[config.mk]
export PLATFORM = sky130hd
export DESIGN_NAME = ptl_way_lookup
export DESIGN_NICKNAME = d
export VERILOG_FILES = /design/src/rtl/ptl_pkg.sv /design/src/rtl/ptl_ctrl.sv /design/src/rtl/ptl_tag_store.sv /design/src/rtl/ptl_filter_bank.sv /design/src/rtl/ptl_way_lookup.sv
export SDC_FILE = /design/constraint.sdc
export NUM_CORES = 2
export LEC_CHECK = 0
export BUFFER_PORTS_ARGS = -buffer_cell sky130_fd_sc_hd__buf_2
export CORE_MARGIN = 10
export CORE_UTILIZATION = 40
export CTS_CLUSTER_DIAMETER = 200
export DETAILED_ROUTE_END_ITERATION = 8
export PLACE_DENSITY_LB_ADDON = 0.05
export SLEW_MARGIN = 20
export SYNTH_ARGS = -nofsm -noshare
export SYNTH_HDL_FRONTEND = slang
export SYNTH_SLANG_ARGS = --single-unit
[constraint.sdc]
create_clock -name clk -period 3.77 [get_ports clk]
set_input_delay 0 -clock clk [delete_from_list [all_inputs] [get_ports clk]]
set_output_delay 0 -clock clk [all_outputs]
set_load 0.03 [all_outputs]
[src/rtl/ptl_pkg.sv]
package ptl_pkg;

    typedef enum logic [1:0] {
        OP_NONE   = 2'b00,
        OP_LOOKUP = 2'b01,
        OP_FILL   = 2'b10,
        OP_EVICT  = 2'b11
    } ptl_op_e;

    typedef enum logic [1:0] {
        ST_IDLE   = 2'b00,
        ST_FILTER = 2'b01,
        ST_MATCH  = 2'b10
    } ptl_state_e;

endpackage

[src/rtl/ptl_ctrl.sv]
module ptl_ctrl
    import ptl_pkg::*;
(
    input  logic       clk,
    input  logic       rst_n,
    input  logic       cmd_valid,
    input  logic [1:0] cmd_op,
    output logic       cmd_ready,
    output logic       acc_lookup,
    output logic       acc_fill,
    output logic       acc_evict,
    output logic       in_filter,
    output logic       in_match
);

    ptl_state_e state_q;
    ptl_state_e state_d;
    ptl_op_e    op;

    assign op = ptl_op_e'(cmd_op);

    // state register
    always_ff @(posedge clk or negedge rst_n) begin
        if (!rst_n) begin
            state_q <= ST_IDLE;
        end else begin
            state_q <= state_d;
        end
    end

    // transitions
    always_comb begin
        state_d = state_q;
        unique case (state_q)
            ST_IDLE: begin
                if (cmd_valid && op == OP_LOOKUP) begin
                    state_d = ST_FILTER;
                end
            end
            ST_FILTER: begin
                state_d = ST_MATCH;
            end
            ST_MATCH: begin
                if (cmd_valid && op == OP_LOOKUP) begin
                    state_d = ST_FILTER;
                end else begin
                    state_d = ST_IDLE;
                end
            end
            default: begin
                state_d = ST_IDLE;
            end
        endcase
    end

    // outputs
    always_comb begin
        cmd_ready  = 1'b0;
        in_filter  = 1'b0;
        in_match   = 1'b0;
        unique case (state_q)
            ST_IDLE: begin
                cmd_ready = 1'b1;
            end
            ST_FILTER: begin
                in_filter = 1'b1;
            end
            ST_MATCH: begin
                cmd_ready = 1'b1;
                in_match  = 1'b1;
            end
            default: begin
                cmd_ready = 1'b0;
            end
        endcase
        acc_lookup = cmd_ready && cmd_valid && (op == OP_LOOKUP);
        acc_fill   = cmd_ready && cmd_valid && (op == OP_FILL);
        acc_evict  = cmd_ready && cmd_valid && (op == OP_EVICT);
    end

endmodule

[src/rtl/ptl_tag_store.sv]
module ptl_tag_store #(
    parameter int WAYS  = 4,
    parameter int SETS  = 16,
    parameter int TAG_W = 20,
    parameter int PT_W  = 4,
    localparam int SET_W = $clog2(SETS),
    localparam int WAY_W = $clog2(WAYS)
) (
    input  logic             clk,
    input  logic             rst_n,
    input  logic             wr_fill,
    input  logic             wr_evict,
    input  logic [SET_W-1:0] wr_set,
    input  logic [WAY_W-1:0] wr_way,
    input  logic [TAG_W-1:0] wr_tag,
    output logic             old_valid,
    output logic [TAG_W-1:0] old_tag,
    input  logic [SET_W-1:0] rd_set,
    input  logic [TAG_W-1:0] rd_tag,
    output logic [WAYS-1:0]  part_hit,
    output logic [WAYS-1:0]  full_hit
);

    logic [TAG_W-1:0] tag_q [SETS][WAYS];
    logic             vld_q [SETS][WAYS];

    always_ff @(posedge clk or negedge rst_n) begin
        if (!rst_n) begin
            for (int s = 0; s < SETS; s++) begin
                for (int w = 0; w < WAYS; w++) begin
                    tag_q[s][w] <= '0;
                    vld_q[s][w] <= 1'b0;
                end
            end
        end else if (wr_fill) begin
            tag_q[wr_set][wr_way] <= wr_tag;
            vld_q[wr_set][wr_way] <= 1'b1;
        end else if (wr_evict) begin
            vld_q[wr_set][wr_way] <= 1'b0;
        end
    end

    assign old_valid = vld_q[wr_set][wr_way];
    assign old_tag   = tag_q[wr_set][wr_way];

    for (genvar w = 0; w < WAYS; w++) begin : g_way
        assign part_hit[w] = vld_q[rd_set][w] &&
                             (tag_q[rd_set][w][PT_W-1:0] == rd_tag[PT_W-1:0]);
        assign full_hit[w] = vld_q[rd_set][w] && (tag_q[rd_set][w] == rd_tag);
    end

endmodule

[src/rtl/ptl_filter_bank.sv]
module ptl_filter_bank #(
    parameter int WAYS  = 4,
    parameter int SETS  = 16,
    parameter int TAG_W = 20,
    parameter int FH_W  = 3,
    localparam int WAY_W  = $clog2(WAYS),
    localparam int FSLOTS = 1 << FH_W,
    localparam int FC_W   = $clog2(SETS + 1)
) (
    input  logic             clk,
    input  logic             rst_n,
    input  logic             inc_en,
    input  logic [WAY_W-1:0] inc_way,
    input  logic [TAG_W-1:0] inc_tag,
    input  logic             dec_en,
    input  logic [WAY_W-1:0] dec_way,
    input  logic [TAG_W-1:0] dec_tag,
    input  logic [TAG_W-1:0] probe_tag,
    output logic [WAYS-1:0]  present
);

    function automatic logic [FH_W-1:0] slot_of(input logic [TAG_W-1:0] t);
        logic [FH_W-1:0] h;
        h = '0;
        for (int i = 0; i < TAG_W; i++) begin
            h[i % FH_W] = h[i % FH_W] ^ t[i];
        end
        return h;
    endfunction

    logic [FC_W-1:0] cnt_q [WAYS][FSLOTS];
    logic [FH_W-1:0] inc_slot;
    logic [FH_W-1:0] dec_slot;
    logic [FH_W-1:0] probe_slot;

    assign inc_slot   = slot_of(inc_tag);
    assign dec_slot   = slot_of(dec_tag);
    assign probe_slot = slot_of(probe_tag);

    always_ff @(posedge clk or negedge rst_n) begin
        if (!rst_n) begin
            for (int w = 0; w < WAYS; w++) begin
                for (int s = 0; s < FSLOTS; s++) begin
                    cnt_q[w][s] <= '0;
                end
            end
        end else begin
            for (int w = 0; w < WAYS; w++) begin
                for (int s = 0; s < FSLOTS; s++) begin
                    logic up;
                    logic dn;
                    up = inc_en && (inc_way == WAY_W'(w)) && (inc_slot == FH_W'(s));
                    dn = dec_en && (dec_way == WAY_W'(w)) && (dec_slot == FH_W'(s));
                    if (up && !dn) begin
                        cnt_q[w][s] <= cnt_q[w][s] + 1'b1;
                    end else if (dn && !up) begin
                        cnt_q[w][s] <= cnt_q[w][s] - 1'b1;
                    end
                end
            end
        end
    end

    for (genvar w = 0; w < WAYS; w++) begin : g_probe
        assign present[w] = (cnt_q[w][probe_slot] != '0);
    end

endmodule

[src/rtl/ptl_way_lookup.sv]
module ptl_way_lookup #(
    parameter int WAYS   = 4,
    parameter int SETS   = 16,
    parameter int TAG_W  = 20,
    parameter int PT_W   = 4,
    parameter int FH_W   = 3,
    parameter int CCNT_W = 16,
    localparam int SET_W = $clog2(SETS),
    localparam int WAY_W = $clog2(WAYS)
) (
    input  logic              clk,
    input  logic              rst_n,
    input  logic              cmd_valid,
    input  logic [1:0]        cmd_op,
    input  logic [SET_W-1:0]  cmd_set,
    input  logic [WAY_W-1:0]  cmd_way,
    input  logic [TAG_W-1:0]  cmd_tag,
    output logic              cmd_ready,
    output logic [WAYS-1:0]   cmp_en,
    output logic              res_valid,
    output logic              hit,
    output logic [WAY_W-1:0]  hit_way,
    output logic [CCNT_W-1:0] cmp_count
);

    logic             acc_lookup;
    logic             acc_fill;
    logic             acc_evict;
    logic             in_filter;
    logic             in_match;
    logic             old_valid;
    logic [TAG_W-1:0] old_tag;
    logic [WAYS-1:0]  part_hit;
    logic [WAYS-1:0]  full_hit;
    logic [WAYS-1:0]  present;
    logic [WAYS-1:0]  screen_d;
    logic [WAYS-1:0]  screen_q;
    logic [WAYS-1:0]  win;
    logic [SET_W-1:0] req_set;
    logic [TAG_W-1:0] req_tag;

    ptl_ctrl u_ctrl (
        .clk        (clk),
        .rst_n      (rst_n),
        .cmd_valid  (cmd_valid),
        .cmd_op     (cmd_op),
        .cmd_ready  (cmd_ready),
        .acc_lookup (acc_lookup),
        .acc_fill   (acc_fill),
        .acc_evict  (acc_evict),
        .in_filter  (in_filter),
        .in_match   (in_match)
    );

    ptl_tag_store #(
        .WAYS  (WAYS),
        .SETS  (SETS),
        .TAG_W (TAG_W),
        .PT_W  (PT_W)
    ) u_store (
        .clk       (clk),
        .rst_n     (rst_n),
        .wr_fill   (acc_fill),
        .wr_evict  (acc_evict),
        .wr_set    (cmd_set),
        .wr_way    (cmd_way),
        .wr_tag    (cmd_tag),
        .old_valid (old_valid),
        .old_tag   (old_tag),
        .rd_set    (req_set),
        .rd_tag    (req_tag),
        .part_hit  (part_hit),
        .full_hit  (full_hit)
    );

    ptl_filter_bank #(
        .WAYS  (WAYS),
        .SETS  (SETS),
        .TAG_W (TAG_W),
        .FH_W  (FH_W)
    ) u_filter (
        .clk       (clk),
        .rst_n     (rst_n),
        .inc_en    (acc_fill),
        .inc_way   (cmd_way),
        .inc_tag   (cmd_tag),
        .dec_en    ((acc_fill || acc_evict) && old_valid),
        .dec_way   (cmd_way),
        .dec_tag   (old_tag),
        .probe_tag (req_tag),
        .present   (present)
    );

    // request capture
    always_ff @(posedge clk or negedge rst_n) begin
        if (!rst_n) begin
            req_set <= '0;
            req_tag <= '0;
        end else if (acc_lookup) begin
            req_set <= cmd_set;
            req_tag <= cmd_tag;
        end
    end

    // stage one: filter then partial tag
    assign screen_d = present & part_hit;

    always_ff @(posedge clk or negedge rst_n) begin
        if (!rst_n) begin
            screen_q <= '0;
        end else if (in_filter) begin
            screen_q <= screen_d;
        end
    end

    // stage two: enabled full compares only
    assign cmp_en    = in_match ? screen_q : '0;
    assign win       = cmp_en & full_hit;
    assign res_valid = in_match;
    assign hit       = |win;

    always_comb begin
        hit_way = '0;
        for (int w = WAYS - 1; w >= 0; w--) begin
            if (win[w]) begin
                hit_way = WAY_W'(w);
            end
        end
    end

    always_ff @(posedge clk or negedge rst_n) begin
        if (!rst_n) begin
            cmp_count <= '0;
        end else if (in_match) begin
            cmp_count <= cmp_count + CCNT_W'($countones(cmp_en));
        end
    end

endmodule

Yosys cells after proc, flatten, opt, wreduce, memory -nomap -nowiden
Cells that the tools add are included.
Widths: inputs -> output; s select.
- register bits: 1550
- input bits: 31
- add/subtract/negate cells: 68
- $lt $le $gt $ge: 6
- eq/ne operators: 31
- muxes and demuxes: 116
- bitwise logic cells: 60
- reductions and logical operators: 260
- operators by type and width (kind ; count):
    $bwmux 1280 ; 1
    $bmux 80 s4 ; 2
    $mux 80 ; 5
    $mux 5 ; 72
    $demux 80 s4 ; 1
    $add 5x1->5 const B ; 32
    $sub 5x1->5 const B ; 32
    $logic_and 1x1->1 ; 152
    $mux 64 ; 2
    $eq 20x20->1 ; 4
    $reduce_bool 2->1 ; 33
    $and 64x64->64 ; 1
    $logic_not 1->1 ; 64
    $not 64->64 ; 1
    $or 64x64->64 ; 1
    $bmux 5 s3 ; 4
    $mux 20 ; 3
    $xor 1x1->1 ; 51
    $bmux 20 s2 ; 1
    $demux 20 s2 ; 1
    $bmux 4 s4 ; 2
    $eq 3x3->1 const B ; 8
    $mux 4 ; 6
    $reduce_bool 5->1 ; 4
    other kinds (29) ; 58

Depth between registers and ports, before layout
- word-level depth: 18
- mapped depth: 22
- mapped depth without buffers: 16

Cells and area by module
Synthesis repeated with hierarchy kept, for this count alone.
- cell total of the unflattened synthesis: 6083
- area, all modules: 86947.1 um^2
- modules (own cells, without submodules) (module ; instances ; cells each ; area an instance (um^2)):
    ptl_tag_store ; 1 ; 4796 ; 73362.9
    ptl_filter_bank ; 1 ; 1121 ; 11504.8
    ptl_way_lookup ; 1 ; 156 ; 1958.1
    ptl_ctrl ; 1 ; 10 ; 121.4

Worst setup path after synthesis
Ideal clock, no wire load.
- path type: input-to-reg
- start point: input cmd_set[0]
- end point: register u_filter.cnt_q[84] in the netlist's numbering
- arrival time: 4.110 ns
- data required time: 3.645 ns
- path slack: -0.465 ns
- stages on the path: 21
- buffers on the path: 5
- cells stage by stage: buf_6 -> buf_6 -> buf_6 -> buf_2 -> buf_4 -> mux4_2 -> a22oi_1 -> a21oi_1 -> nor4_1 -> xnor2_1 -> xnor3_1 -> nor2_4 -> nand2_1 -> ha_1 -> inv_1 -> ha_1 -> a21o_1 -> a21oi_1 -> xnor2_1 -> nor2_1 -> xor2_1
- word-level cells in the longest chain between the ends: 18
- elaborated cells between the ends (all ways): 39
- RTL lines (item ; RTL line ; RTL):
    start, declared ; ptl_way_lookup.sv:15 ; input logic [SET_W-1:0] cmd_set,
    $not 4->5 (not written as such) (*) ; ptl_tag_store.sv:43, ptl_tag_store.sv:44 ;
    $bmux 80 s4 ; ptl_tag_store.sv:44 ; assign old_tag = tag_q[wr_set][wr_way];
    $mux 80 (not written as such) (2 in series) ; ptl_tag_store.sv:44 ;
    $bmux 20 s2 ; ptl_tag_store.sv:44 ;
    $mux 20 (not written as such) (2 in series) ; ptl_tag_store.sv:44 ;
    $xor 1x1->1 (6 in series) ; ptl_filter_bank.sv:26 ; h[i % FH_W] = h[i % FH_W] ^ t[i];
    $eq 3x3->1 ; ptl_filter_bank.sv:53 ; dn = dec_en && (dec_way == WAY_W'(w)) && (dec_slot == FH_W'(s));
    $logic_and 1x1->1 (*) ; ptl_filter_bank.sv:53 ;
    $logic_not 1->1 ; ptl_filter_bank.sv:54 ; if (up && !dn) begin
    $logic_and 1x1->1 ; ptl_filter_bank.sv:54 ;
    $mux 5 or $reduce_bool 2->1 (tied branches) ; - ;
    end signal, assigned by index ; ptl_filter_bank.sv:55 ; cnt_q[w][s] <= cnt_q[w][s] + 1'b1;
    end signal, assigned by index ; ptl_filter_bank.sv:57 ; cnt_q[w][s] <= cnt_q[w][s] - 1'b1;
    end, declared ; ptl_filter_bank.sv:31 ; logic [FC_W-1:0] cnt_q [WAYS][FSLOTS];
Mark *: on every way between the ends. The rest lies on a longest branch, timed or not. The select of a mux whose other input is x is not followed.
A chain may end at the register's enable or synchronous reset.

Worst setup path in the final report
- start point: register u_store.tag_q[689] in the netlist's numbering
- end point: register u_filter.cnt_q[129] in the netlist's numbering
- word-level cells in the longest chain between the ends: 15
- elaborated cells between the ends (all ways): 17
- RTL lines (item ; RTL line ; RTL):
    start, declared ; ptl_tag_store.sv:24 ; logic [TAG_W-1:0] tag_q [SETS][WAYS];
    start signal, assigned by index ; ptl_tag_store.sv:36 ; tag_q[wr_set][wr_way] <= wr_tag;
    $bmux 80 s4 (*) ; ptl_tag_store.sv:44 ;
    $mux 80 (not written as such) (*) (2 in series) ; ptl_tag_store.sv:44 ;
    $bmux 20 s2 (*) ; ptl_tag_store.sv:44 ;
    $mux 20 (not written as such) (*) (2 in series) ; ptl_tag_store.sv:44 ;
    $xor 1x1->1 (*) (4 in series) ; ptl_filter_bank.sv:26 ;
    $eq 3x3->1 (*) ; ptl_filter_bank.sv:53 ;
    $logic_and 1x1->1 (*) ; ptl_filter_bank.sv:53 ;
    $logic_not 1->1 ; ptl_filter_bank.sv:54 ;
    $logic_and 1x1->1 ; ptl_filter_bank.sv:54 ;
    $mux 5 or $reduce_bool 2->1 (tied branches) ; - ;
Marks and branches as above.

==> summary.md <==
| Metric | Value |
|---|---|
| Run status | finished with violations |
| Violated checks | setup timing |
| Slowest cell on the critical path | mux4_2 |
| Number of placement rows | 169 |
| Area Overhead vs Synth | 29.9% |
| Post-route worst setup slack | -0.848 ns |
| Placed cell count | 9,734 |
| EDFF count, synth | 0 |
| CTS tree | done |
| Detailed-route via count | 59,438 |
| Final critical-path share of the clock period | 123% |
| Global placement routability congestion | 0.850 |
| Remaining global-route overflow | 0 |
| Clock transition at the register clock pins on the worst setup and hold paths after CTS | 0.06 ns |
| Die area | 0.231 mm^2 |
| Setup repair after global routing missed its margin | yes |
| Dominant cells by area after synthesis | dfrtp_1 46%, mux4_2 19%, mux2_2 18% |
| Buffers added on ports | 55 |
| P_int | 37.3 mW |
| Kind of end point of the critical path | register |
| Clk_lat worst skew | 0.84 ns |
| Die width | 481 um |
| Initial drt markers | 4,424 |
| Dominant cell type by area after synthesis | dfrtp_1 |
| Crit path largest cell delay | 0.59 ns |
| Type of the worst min-delay path | in -> async |
| Kind of launch point of the worst setup path | register |
| Worst Reg2Reg Path Length in Cells | 17 |
| Largest voltage drop on the vdd net | 0.520 mV |
| Total CTS buffers | 185 |
| Most common cell on crit path | mux4_2 |
| All-Layer GR Usage | 26.7% |
| Final core utilization | 52.2% |
| Net switching power | 17.0 mW |
| Time the worst path needs with I/O delays and setup | 4.62 ns |
| Antenna violations before repair | 10 |
| Clk root buf | clkbuf_16 |
| Area fraction of the dominant cell type after synthesis | 45.6% |
| Total Negative Setup Slacks | -84.52 ns |
| Mapped Avg Cell Area | 14.4 um^2 |
| Number of search-and-repair iterations in the first detailed-routing pass | 5 |
| Nets | 7,402 |
| IO Pins | 56 |
| Starting density of the core | 40.1% |
| Synthesized netlist net count | 6,096 |
| Post-route cell area | 0.110 mm^2 |
| Worst setup path category | reg -> reg |
| Maximum Capacitance Violations | 0 |
| Maximum number of pins on one net before global-route repair | 146 |
| CTS sink count | 1,550 |
| Final wirelength | 314,000 um |
| Remaining antenna violation count after routing | 0 |
| Avg WL per Cell | 30.8 um |
| Worst slew pin tran | 1.05 ns |
| Seq/Total Area, Yosys | 45.6% |
| Die boundary height | 481 um |
| Post-detailed-placement cell area | 0.101 mm^2 |
| WP data required | 4.48 ns |
| Number of warnings issued by yosys | 0 |
| Clk_skew | 0.0319 ns |
| Deepest level of the CTS H-tree | 4 |
| Number of global-route vias before repair | 62,601 |
| Maximum count of clock buffers along a single path | 3 |
| Highest fanout seen on the critical path | 4 |
| Max-slew violation total from the final report | 0 |
| Areal power density over the cells | 491 mW/mm^2 |
| Remaining max-slew budget at the tightest pin | 29.7% |
| Share of power burned in registers | 35.9% |
| Number of synthesized register bits | 1,550 |
| Post-DR vias/cell | 5.84 |
| Unique cell type count in the Yosys netlist | 50 |
| Final standard cell count with taps included and fillers excluded | 10,175 |
| CP Data Arrival Time | 5.33 ns |
| Combinational group share of total power | 30.4% |
| Share of final-layout standard cells stronger than drive strength 1 | 61.3% |
| Remaining routing DRC violations | 0 |
| LEAKAGE | 51.0 nW |
| First-pass GRT wire length | 453,000 um |
| Setup-failing EPs final | 161 |
| Highest clock rate | 217 MHz |
| HPWL Detailed | 201,000 um |
| Final Hold Viols | 0 |
| Post-synth ARST share | 100% |
| Worst hold slack | 0.0384 ns |
| Most instantiated flip-flop cell in the synthesis netlist | dfrtp_1 |
| Core Footprint | 0.212 mm^2 |
| Clk network pwr share | 33.7% |
| Post-synthesis instance area | 0.0850 mm^2 |
| Switching share of power | 31.3% |
| Cell count after synthesis | 5,899 |
| List of cells traversed by the critical path | mux4_2 > mux4_2 > mux4_2 > xnor3_2 > xor3_2 > buf_6 > nor2_4 > buf_6 > nand2_4 > ha_4 > inv_6 > fa_2 > a21o_1 > a21oi_2 > xnor2_1 > nor2_1 > xor2_1 |
[layout make-up]
type | count | area, um^2
fill | 17923 | 101000
multi-input combinational | 3707 | 46400
sequential | 1550 | 38800
timing repair buffer | 1711 | 15200
clock buffer | 292 | 5660
tap | 2821 | 3530
clock inverter | 40 | 464
inverter | 50 | 305
antenna | 4 | 10.0
[metal layers]
metal	vias up	wire length [um]	track usage (%)
met5	-	26	0
met4	4	12000	8.77
met3	515	19100	4.77
met2	1791	150000	44.0
met1	32051	132000	35.9
li1	25077	-	-
[cells in the final DEF (no fill, tap or decap), types with 64 or more instances in the layout]
cell type / count
nor2_1: 93
mux4_2: 723
nand2_1: 112
xnor2_1: 160
o21ai_0: 85
a21o_1: 64
buf_4: 1420
a22oi_1: 129
mux2_2: 1330
mux2i_1: 65
buf_6: 68
ha_4: 98
nor2_4: 69
clkbuf_16: 193
xor2_1: 92
a21oi_1: 72
buf_12: 130
dfrtp_1: 1546
a21oi_2: 72
[stage by stage]
| stage | total power, mW | worst slack (ns) |
|---|---|---|
| 2_1_floorplan | 28.1 | -0.326 |
| 3_3_place_gp | 34.5 | -1.49 |
| 3_5_place_dp | 34.6 | -1.50 |
| 4_1_cts | 54.3 | -0.802 |
| 5_1_grt | 56.6 | -0.937 |
| 6_report | 54.2 | -0.848 |
[sequential cells by signal (all words and copies together) (netlist names), named ones only]
name / cells
u_ctrl.state_q: 2
u_store.tag_q: 1280
req_set: 4
screen_q: 4
req_tag: 20
cmp_count: 16
u_filter.cnt_q: 160
[cell families after synthesis]
| logic type | count (synthesis) | share of synthesized area (%) |
|---|---|---|
| multiplexers | 2138 | 37.8 |
| flip-flops | 1550 | 45.6 |
| XOR/XNOR | 300 | 3.23 |
| adder cells (fa/ha/maj) | 166 | 2.75 |
| buffers and inverters | 642 | 3.27 |
| AND/OR/NAND/NOR | 496 | 2.70 |
| AO/OA/AOI/OAI | 607 | 4.61 |
[repair_timing]
item                                   in CTS  in global routing
setup endpoints to repair                 163                163
gates resized for setup                   288                116
setup buffers                              51                 44
pin swaps                                 182                153
endpoints found under the hold margin    1450                  0
cloned                                      9                  2
hold buffers                               12                  0
[worst paths after layout]
check,startpoint,end,slack [ns]
max,u_store.tag_q[689]$_DFFE_PN0P_,u_filter.cnt_q[129]$_DFFE_PN0P_,-0.85
min,rst_n,u_store.tag_q[1138]$_DFFE_PN0P_,0.04
max reg2reg,u_store.tag_q[689]$_DFFE_PN0P_,u_filter.cnt_q[129]$_DFFE_PN0P_,-0.85
min reg2reg,u_filter.cnt_q[129]$_DFFE_PN0P_,u_filter.cnt_q[129]$_DFFE_PN0P_,0.46
max in group asynchronous,rst_n,u_store.tag_q[750]$_DFFE_PN0P_,2.77
min in group clk,cmd_tag[5],u_store.tag_q[625]$_DFFE_PN0P_,0.05
[worst max-delay path: cells and delay by family (launching register included)]
family	cells	cell delay, ns
AO/OA/AOI/OAI	2	0.34
XOR/XNOR	4	1.08
adder cells (fa/ha/maj)	2	0.54
buffers and inverters	3	0.33
flip-flops	1	0.38
multiplexers	3	1.65
AND/OR/NAND/NOR	3	0.17
[synthesized netlist by cell type (all sizes together) (21+ instances only)]
library cell / n
mux2i: 81
buf: 215
inv: 50
nand3: 37
a22oi: 140
o31ai: 46
nand2: 144
fa: 35
a21o: 64
mux4: 723
mux2: 1334
a21oi: 144
nor3: 28
dfrtp: 1550
nor4: 30
xnor2: 198
xor2: 94
nor2b: 21
o21ai: 145
clkbuf: 377
nor2: 170
ha: 131
[power by group through the flow]
| stage | logic (mW) | registers [mW] | clock network [mW] |
|---|---|---|---|
| global route | 17.6 | 19.7 | 19.3 |
| CTS | 16.1 | 19.5 | 18.7 |
| finish | 16.5 | 19.5 | 18.3 |
| global placement | 14.8 | 19.7 | 0 |
| floorplan | 8.87 | 19.3 | 0 |
| detailed placement | 14.9 | 19.7 | 0 |
Note: power is estimated with default switching activity, not from simulation.
